`src/rtl/panel_seq_pkg.sv`:
```
package panel_seq_pkg;
  typedef enum logic [1:0] {
    PS_IDLE    = 2'd0,
    PS_DATA    = 2'd1,
    PS_LIGHT   = 2'd2,
    PS_OFFWAIT = 2'd3
  } seq_state_e;

  typedef enum logic [1:0] {
    DLY_SUP_DATA   = 2'd0,
    DLY_DATA_LIGHT = 2'd1,
    DLY_DATA_OFF   = 2'd2,
    DLY_OFF_ON     = 2'd3
  } dly_sel_e;

  typedef struct packed {
    logic     load;
    dly_sel_e sel;
  } cnt_strobe_t;
endpackage

```
`src/rtl/panel_seq_count.sv`:
```
module panel_seq_count
  import panel_seq_pkg::*;
#(
  parameter int CNT_W = 26
) (
  input  logic             clk,
  input  logic             rstN,
  input  cnt_strobe_t      strobe,
  input  logic [CNT_W-1:0] dlySupplyToData,
  input  logic [CNT_W-1:0] dlyDataToLight,
  input  logic [CNT_W-1:0] dlyDataToSupplyOff,
  input  logic [CNT_W-1:0] dlyOffToOn,
  output logic             cntDone
);
  localparam logic [CNT_W-1:0] ZERO = '0;
  localparam logic [CNT_W-1:0] ONE  = {{(CNT_W-1){1'b0}}, 1'b1};

  logic [CNT_W-1:0] count;
  logic [CNT_W-1:0] loadValue;

  always_comb begin
    unique case (strobe.sel)
      DLY_SUP_DATA:   loadValue = dlySupplyToData;
      DLY_DATA_LIGHT: loadValue = dlyDataToLight;
      DLY_DATA_OFF:   loadValue = dlyDataToSupplyOff;
      default:        loadValue = dlyOffToOn;
    endcase
  end

  // Load wins over decrement; the count parks at zero instead of wrapping.
  always_ff @(posedge clk) begin
    if (!rstN)                count <= ZERO;
    else if (strobe.load)     count <= loadValue;
    else if (count != ZERO)   count <= count - ONE;
  end

  assign cntDone = (count == ZERO);
endmodule

```
`src/rtl/panel_seq_ctrl.sv`:
```
module panel_seq_ctrl
  import panel_seq_pkg::*;
(
  input  logic        clk,
  input  logic        rstN,
  input  logic        seqEnable,
  input  logic        cntDone,
  output cnt_strobe_t strobe,
  output logic        supplyOn,
  output logic        deOn,
  output logic        blOn,
  output seq_state_e  state
);
  seq_state_e nState;
  logic nSupply, nDe, nBl, unwinding, nUnwinding;

  always_comb begin
    nState     = state;
    nSupply    = supplyOn;
    nDe        = deOn;
    nBl        = blOn;
    nUnwinding = unwinding;
    strobe     = '{load: 1'b0, sel: DLY_SUP_DATA};
    unique case (state)
      PS_IDLE: begin
        if (!supplyOn) begin
          if (seqEnable) begin
            nSupply = 1'b1;
            strobe  = '{load: 1'b1, sel: DLY_SUP_DATA};
          end
        end else if (!seqEnable) begin
          nSupply = 1'b0;
          nState  = PS_OFFWAIT;
          strobe  = '{load: 1'b1, sel: DLY_OFF_ON};
        end else if (cntDone) begin
          nDe    = 1'b1;
          nState = PS_DATA;
          strobe = '{load: 1'b1, sel: DLY_DATA_LIGHT};
        end
      end
      PS_DATA: begin
        if (deOn) begin
          if (!seqEnable && (!unwinding || cntDone)) begin
            nDe        = 1'b0;
            nUnwinding = 1'b0;
            strobe     = '{load: 1'b1, sel: DLY_DATA_OFF};
          end else if (seqEnable && cntDone) begin
            nBl        = 1'b1;
            nUnwinding = 1'b0;
            nState     = PS_LIGHT;
          end
        end else if (cntDone && !seqEnable) begin
          nSupply = 1'b0;
          nState  = PS_OFFWAIT;
          strobe  = '{load: 1'b1, sel: DLY_OFF_ON};
        end
      end
      PS_LIGHT: begin
        if (!seqEnable) begin
          nBl        = 1'b0;
          nUnwinding = 1'b1;
          nState     = PS_DATA;
          strobe     = '{load: 1'b1, sel: DLY_DATA_LIGHT};
        end
      end
      default: begin
        if (cntDone) nState = PS_IDLE;
      end
    endcase
  end

  always_ff @(posedge clk) begin
    if (!rstN) begin
      state     <= PS_IDLE;
      supplyOn  <= 1'b0;
      deOn      <= 1'b0;
      blOn      <= 1'b0;
      unwinding <= 1'b0;
    end else begin
      state     <= nState;
      supplyOn  <= nSupply;
      deOn      <= nDe;
      blOn      <= nBl;
      unwinding <= nUnwinding;
    end
  end
endmodule

```
`src/rtl/panel_power_seq.sv`:
```
module panel_power_seq
  import panel_seq_pkg::*;
#(
  parameter int CNT_W = 26
) (
  input  logic             clk,
  input  logic             rstN,
  input  logic             ifEnable,
  input  logic             seqStart,
  input  logic [CNT_W-1:0] dlySupplyToData,
  input  logic [CNT_W-1:0] dlyDataToLight,
  input  logic [CNT_W-1:0] dlyDataToSupplyOff,
  input  logic [CNT_W-1:0] dlyOffToOn,
  output logic             panelSupplyOn,
  output logic             dataEnable,
  output logic             backlightOn,
  output logic [1:0]       seqState
);
  cnt_strobe_t strobe;
  seq_state_e  state;
  logic        cntDone;
  logic        seqEnable;

  assign seqEnable = ifEnable & seqStart;

  panel_seq_ctrl u_ctrl (
    .clk       (clk),
    .rstN      (rstN),
    .seqEnable (seqEnable),
    .cntDone   (cntDone),
    .strobe    (strobe),
    .supplyOn  (panelSupplyOn),
    .deOn      (dataEnable),
    .blOn      (backlightOn),
    .state     (state)
  );

  panel_seq_count #(.CNT_W(CNT_W)) u_count (
    .clk                (clk),
    .rstN               (rstN),
    .strobe             (strobe),
    .dlySupplyToData    (dlySupplyToData),
    .dlyDataToLight     (dlyDataToLight),
    .dlyDataToSupplyOff (dlyDataToSupplyOff),
    .dlyOffToOn         (dlyOffToOn),
    .cntDone            (cntDone)
  );

  assign seqState = state;
endmodule

```
`config.mk`:
```
export PLATFORM = sky130hd
export DESIGN_NAME = panel_power_seq
export DESIGN_NICKNAME = d
export VERILOG_FILES = /design/src/rtl/panel_seq_pkg.sv /design/src/rtl/panel_seq_count.sv /design/src/rtl/panel_seq_ctrl.sv /design/src/rtl/panel_power_seq.sv
export SDC_FILE = /design/constraint.sdc
export NUM_CORES = 1
export LEC_CHECK = 0
export BUFFER_PORTS_ARGS = -buffer_cell sky130_fd_sc_hd__buf_2
export CAP_MARGIN = 15
export CORE_ASPECT_RATIO = 0.8
export CORE_MARGIN = 10
export CORE_UTILIZATION = 44
export DETAILED_ROUTE_END_ITERATION = 8
export PLACE_DENSITY = 0.78
export SLEW_MARGIN = 40
export SYNTH_ARGS = -nofsm -noshare
export SYNTH_HDL_FRONTEND = slang
export SYNTH_SLANG_ARGS = --single-unit
```
`constraint.sdc`:
```
create_clock -name clk -period 2.1 [get_ports clk]
set_input_delay 0.21 -clock clk [delete_from_list [all_inputs] [get_ports clk]]
set_output_delay 0.21 -clock clk [all_outputs]
set_load 0.1 [all_outputs]
```
==> flow_summary.ini, run 1 <==
[outcome]
status = finished, violations left
violations = setup timing

[clock_tree]
root_buffer = clkbuf_8
clock_latency_ns = 0.31
cts_buffer_depth = 2
cts_sinks = 32
cts_tree = done
clkTransAtPathRegs_ns = 0.09
ctsHoldBuffers = 0
cts_buffers = 5
htreeDepth = 2

[worst_setup_path]
r2r-end = u_count.count[8]
r2r_start = u_count.count[18]
cp.required_ns = 2.32
crit_arrival_ns = 2.71
crit_fanout = 8
rrSetupSlack_ns = -0.39
ff2ff_path_depth = 10
cp-end-kind = register
cp-start-kind = register
crit_type = reg -> reg

[yosys]
synth_compound_area_share_pct = 34.0
ys_ff_latch = 32
synthesis.instances = 362
synth_adder_area_share_pct = 0.952
synthMuxAreaShare_pct = 0.428
synth_fp_nets = 472
synth_flop_cell = dfxtp_1
synth-xor-area-share_pct = 8.00
synth_edf_count = 0
synth_simple_gate_area_share_pct = 25.6
ys_seq_area_share_pct = 24.4
synth_top_family_by_area = compound AO/OA/AOI/OAI gates
async_flop_share_pct = 0
synth_cell_types = 48
yosysWarnings = 0
synth_area_sq_um = 2630
avgSynthCellArea_sq_um = 7.26

[global_route]
grt_pass1_vias = 3869
grt_max_degree = 32
grt_pass1_wl_um = 18800
antenna_found_initial = 0
grt.overflow.total = 0
grt.total_usage_pct = 24.4

[timing]
finalSetupTns_ns = -7.91
setup_ws_ns = -0.392
period_share_pct = 119
setup_viol = 26
final-hold-violation-count = 0
maxSlewViolCount = 0
fin_crit_ns = 2.49
tightest_slew_ns = 0.493
skew_ns = 0.0180
max_freq_mhz = 401
rsz0062_at_grt = yes
slew_headroom_pct = 67.4

[floorplan]
core_sq_um = 5850
die-area_sq_um = 9490
start_util_pct = 44.9
placementRows = 25
io_pins = 113
die_h_um = 89.1
die_w_um = 106

[job]
maxCapViolCount = 0

[power]
clkPwrFrac_pct = 8.4
p_per_area_nw_per_um2 = 1420
peakVddDrop_v = 0.000736
p_comb_share_pct = 73.4
p_int_w = 0.00333
power_leakage_nw = 2.01
switching_share_pct = 47.5
switchingPower_w = 0.00302
pwr-share-seq_pct = 18.2
total_power_w = 0.00635

[routing]
vias_per_cell = 6.63
vias = 4186
drtAntennaViolNets = 0
drt_iter0_drc = 555
wl_per_cell_um = 24.2
first_pass_iters = 5
drc_errors = 0
wl_um = 15200

[worst_hold_path]
min_from = dlySupplyToData[25]
whs_endpoint = u_count.count[25]
hold_path_class = in -> reg
hold_depth = 4

[final_layout]
final_cell_mix = buf_2 (112), buf_4 (74), nand2_1 (66)
drive_above_1_share_pct = 53.8
stdcell_area_sq_um = 4470
nets = 659
final_core_util_pct = 76.4
synthToLayoutAreaGrowth_pct = 70.1
n_antenna_cell = 0
final_common_cell = buf_2

[placed_design]
hpwl_um = 8360
portBuffers = 112
place_area_sq_um = 3800
gp_congestion = 0.948
## layer usage
layer | vias to the layer above | global-route usage, % | part of all wire [%] | routed length [um]
met5 | - | 0 | 0 | 0
met4 | 0 | 12.0 | 8.7 | 1330
met3 | 155 | 7.20 | 14 | 2100
met2 | 516 | 42.7 | 44 | 6740
met1 | 1823 | 27.0 | 33 | 5070
li1 | 1692 | - | - | -
## through the flow
step | cells | setup WS, ns | hold slack (ns)
finish | 631 | -0.392 | 0.276
global route | 631 | -0.464 | 0.304
CTS | 615 | -0.211 | 0.282
detailed placement | 601 | -0.324 | 0.490
global placement | 601 | -0.252 | 0.479
floorplan | 362 | -0.0356 | 0.430
## Yosys cell counts, drive strengths merged (5+ instances only)
library cell,n,area (sq um)
a22o,20,175
nor2,14,52.6
a22oi,6,45.0
a21oi,67,347
xnor2,15,131
nor4,8,80.1
dfxtp,32,641
o22ai,16,100
buf,13,111
clkbuf,13,48.8
o21a,7,52.6
nand2,69,259
nor3,11,60.1
o21ai,14,81.3
or3,5,36.3
xor2,9,78.8
## power by group through the flow
| stage | Sequential, W | Clock (W) | Combinational [W] |
|---|---|---|---|
| 2_1_floorplan | 0.00118 | 0 | 0.00185 |
| 3_3_place_gp | 0.00106 | 0 | 0.00321 |
| 3_5_place_dp | 0.00107 | 0 | 0.00331 |
| 4_1_cts | 0.00109 | 0.000498 | 0.00372 |
| 5_1_grt | 0.00116 | 0.000550 | 0.00482 |
| 6_report | 0.00116 | 0.000531 | 0.00467 |
## cell families (layout without fill, tap and decap cells)
family | Yosys count | count (layout)
muxes | 1 | 1
DFF | 32 | 32
xor gates and xnor gates | 24 | 24
AOI/OAI and AO/OA | 140 | 140
adders and majority gates | 2 | 2
buffers and inverters | 30 | 217
and+or+nand+nor | 133 | 134
## what timing repair did
action | 4_1_cts | 5_1_grt
cloned | 3 | 2
setup buffers | 4 | 14
setup endpoints to repair | 26 | 27
resized for setup | 44 | 30
pin swaps | 19 | 18
## flip-flops by register name, summed over array words and instances (netlist names)
name / cells
u_count.count: 26
u_ctrl.unwinding: 1
u_ctrl.state: 2
u_ctrl.deOn: 1
u_ctrl.supplyOn: 1
u_ctrl.blOn: 1
## area by class of cell
type	instances	area, sq um
multi-input cells	301	2160
repair buffers	205	1450
fillers	314	1380
flip-flops and latches	32	654
well taps	81	101
clock buffers	6	82.6
inverters	4	15.0
clock inverters	2	10.0
## critical path, stage by stage (launching register included)
cell and delay [ns]:
dfxtp_1 0.36, nor4_4 0.33, nand2_2 0.14, buf_4 0.17
nor3_4 0.24, buf_6 0.14, o221ai_2 0.13, a21oi_4 0.30
buf_6 0.18, nand3_4 0.16, o22ai_1 0.24
## worst max path at each step
stage / from / endpoint / slack, ns / cells after the start
after floorplan: u_count.count[7] / u_count.count[7] / -0.04 / 10
after global placement: u_count.count[8] / u_count.count[0] / -0.25 / 8
after detailed placement: u_count.count[8] / u_count.count[20] / -0.32 / 9
after CTS: u_count.count[12] / u_count.count[25] / -0.21 / 8
after global routing: u_count.count[7] / u_count.count[10] / -0.46 / 9
final: u_count.count[18] / u_count.count[8] / -0.39 / 10
Power figures use the tool's default switching activity.
==> inputs of run 2 (changes only) <==
- PLACE_DENSITY: 0.78 -> not set
- PLACE_DENSITY_LB_ADDON: not set -> 0.05
==> run 2 against run 1 <==
The flow still finishes with violations (setup timing); final cell count fell by 4.8%; hold slack better by 0.017 ns; non-clock buffer count shrank 29; fmax up 10%; register-to-register slack better by 0.23 ns; critical endpoint is now u_count.count[0]; clock skew is 0.013 ns lower; flip-flop and latch count unchanged; routed wire length shrank 32%; via count fell by 22%; clock power fell by 14%; first-iteration DRC count down 64%.
==> flow_summary.ini, run 2 (same netlist as run 1, synthesis figures left out) <==
[worst_setup_path]
cp-end-kind = register
rrSetupSlack_ns = -0.16
cp-start-kind = register
cp.required_ns = 2.32
crit_slowest_cell = or3_4
crit_type = reg -> reg
crit_arrival_ns = 2.48
critPathMaxStageDelay_ns = 0.40
crit_path_start = u_count.count[12]
crit_fanout = 16
crit_chain = nor4_4 -> nand4b_4 -> or3_4 -> o21ai_4 -> buf_8 -> a21oi_1 -> a22o_1 -> o22ai_1
r2r_start = u_count.count[12]

[final_layout]
final_core_util_pct = 68.3
n_antenna_cell = 0
drive_above_1_share_pct = 45.6
final_cell_mix = buf_2 (112), nand2_1 (66), a21oi_1 (56)
top_regs = u_count.count x26, u_ctrl.state x2
synthToLayoutAreaGrowth_pct = 52.0
stdcell_area_sq_um = 4000
final_common_cell = buf_2
largest_register = u_count.count
fillers = 506
largest_reg_flops = 26
nets = 630

[floorplan]
start_util_pct = 44.9
die-area_sq_um = 9490
die_h_um = 89.1
die_w_um = 106
io_pins = 113
placementRows = 25
core_sq_um = 5850

[clock_tree]
ctsHoldBuffers = 0
clock_latency_ns = 0.29
cts_buffers = 5
cts_tree = done
clkTransAtPathRegs_ns = 0.07
root_buffer = clkbuf_8
cts_sinks = 32
htreeDepth = 2
cts_buffer_depth = 2

[routing]
vias_per_cell = 5.46
drc_errors = 0
wl_per_cell_um = 17.4
wl_um = 10400
drtAntennaViolNets = 0
drt_iter0_drc = 200
vias = 3279
first_pass_iters = 5

[timing]
slew_headroom_pct = 67.3
finalSetupTns_ns = -3.16
final-hold-violation-count = 0
tightest_slew_ns = 0.494
rsz0062_at_grt = yes
max_freq_mhz = 442
setup_ws_ns = -0.161
fin_crit_ns = 2.26
skew_ns = 0.00530
setup_viol = 26
period_share_pct = 108
maxSlewViolCount = 0

[power]
power_leakage_nw = 1.81
p_per_area_nw_per_um2 = 1280
peakVddDrop_v = 0.000442
total_power_w = 0.00510

[global_route]
grt_max_degree = 27
grt.total_usage_pct = 21.8
grt.overflow.total = 0
antenna_found_initial = 0
grt_pass1_vias = 3281
grt_pass1_wl_um = 16700

[outcome]
status = finished, violations left
violations = setup timing

[placed_design]
place_area_sq_um = 3740
gp_congestion = 0.909
portBuffers = 112
hpwl_um = 8390

[job]
maxCapViolCount = 0

[worst_hold_path]
hold_path_class = in -> reg
min_from = dlySupplyToData[23]
==> run 2: changes by cell type in the layout (fill, tap and decap cells not counted), sizes merged <==
cell	change
clkinv	-1
clkbuf	-2
buf	-27
==> run 2: metal layers <==
metal | up-vias | global-route usage, % | wire (um)
met3 | 12 | 9.37 | 1310
met4 | 0 | 4.54 | 99
met5 | - | 0 | 0
met2 | 144 | 32.7 | 4570
met1 | 1489 | 28.4 | 4460
li1 | 1634 | - | -
==> run 2: what timing repair did <==
item / in CTS / in global routing
gates resized for setup: 21 / 6
setup endpoints to repair: 28 / 28
buffers inserted: 4 / 1
pin swaps: 7 / 1
gates cloned: 1 / 0
==> run 2: final cells by class <==
cell class | instances | area, sq um | share of cell area, %
clock buffer | 6 | 72.6 | 1.82
timing repair buffer | 176 | 1150 | 28.8
tap | 81 | 101 | 2.54
clock inverter | 1 | 5.00 | 0.125
inverter | 4 | 15.0 | 0.376
multi-input combinational | 301 | 2000 | 50.0
sequential | 32 | 653 | 16.3
==> run 2: through the flow <==
step,instances,hold slack [ns],worst slack [ns]
floorplan,362,0.430,-0.0356
global route,601,0.306,-0.276
finish,601,0.294,-0.161
CTS,600,0.296,-0.132
global placement,588,0.477,-0.255
detailed placement,588,0.490,-0.303
==> run 2: worst paths after layout <==
path / endpoint / cells after the start
hold / removal: u_count.count[23] / 4
setup / recovery: u_count.count[0] / 8
setup reg to reg: u_count.count[0] / 8
hold reg to reg: u_ctrl.blOn / 2
==> run 2: critical path, delay by kind of cell (launching register included) <==
kind	cells	cell delay, ns
buffers and inverters	1	0.19
AND/OR/NAND/NOR	3	0.94
AO/OA/AOI/OAI	4	0.71
flip-flops	1	0.34
==> run 2: power breakdown <==
group | total (W) | switching (W) | leakage [nW] | internal, W
logic | 0.00355 | 0.00179 | 1.50 | 0.00175
clock network | 0.000455 | 0.000230 | 0.0410 | 0.000225
registers | 0.00109 | 0.000239 | 0.267 | 0.000855
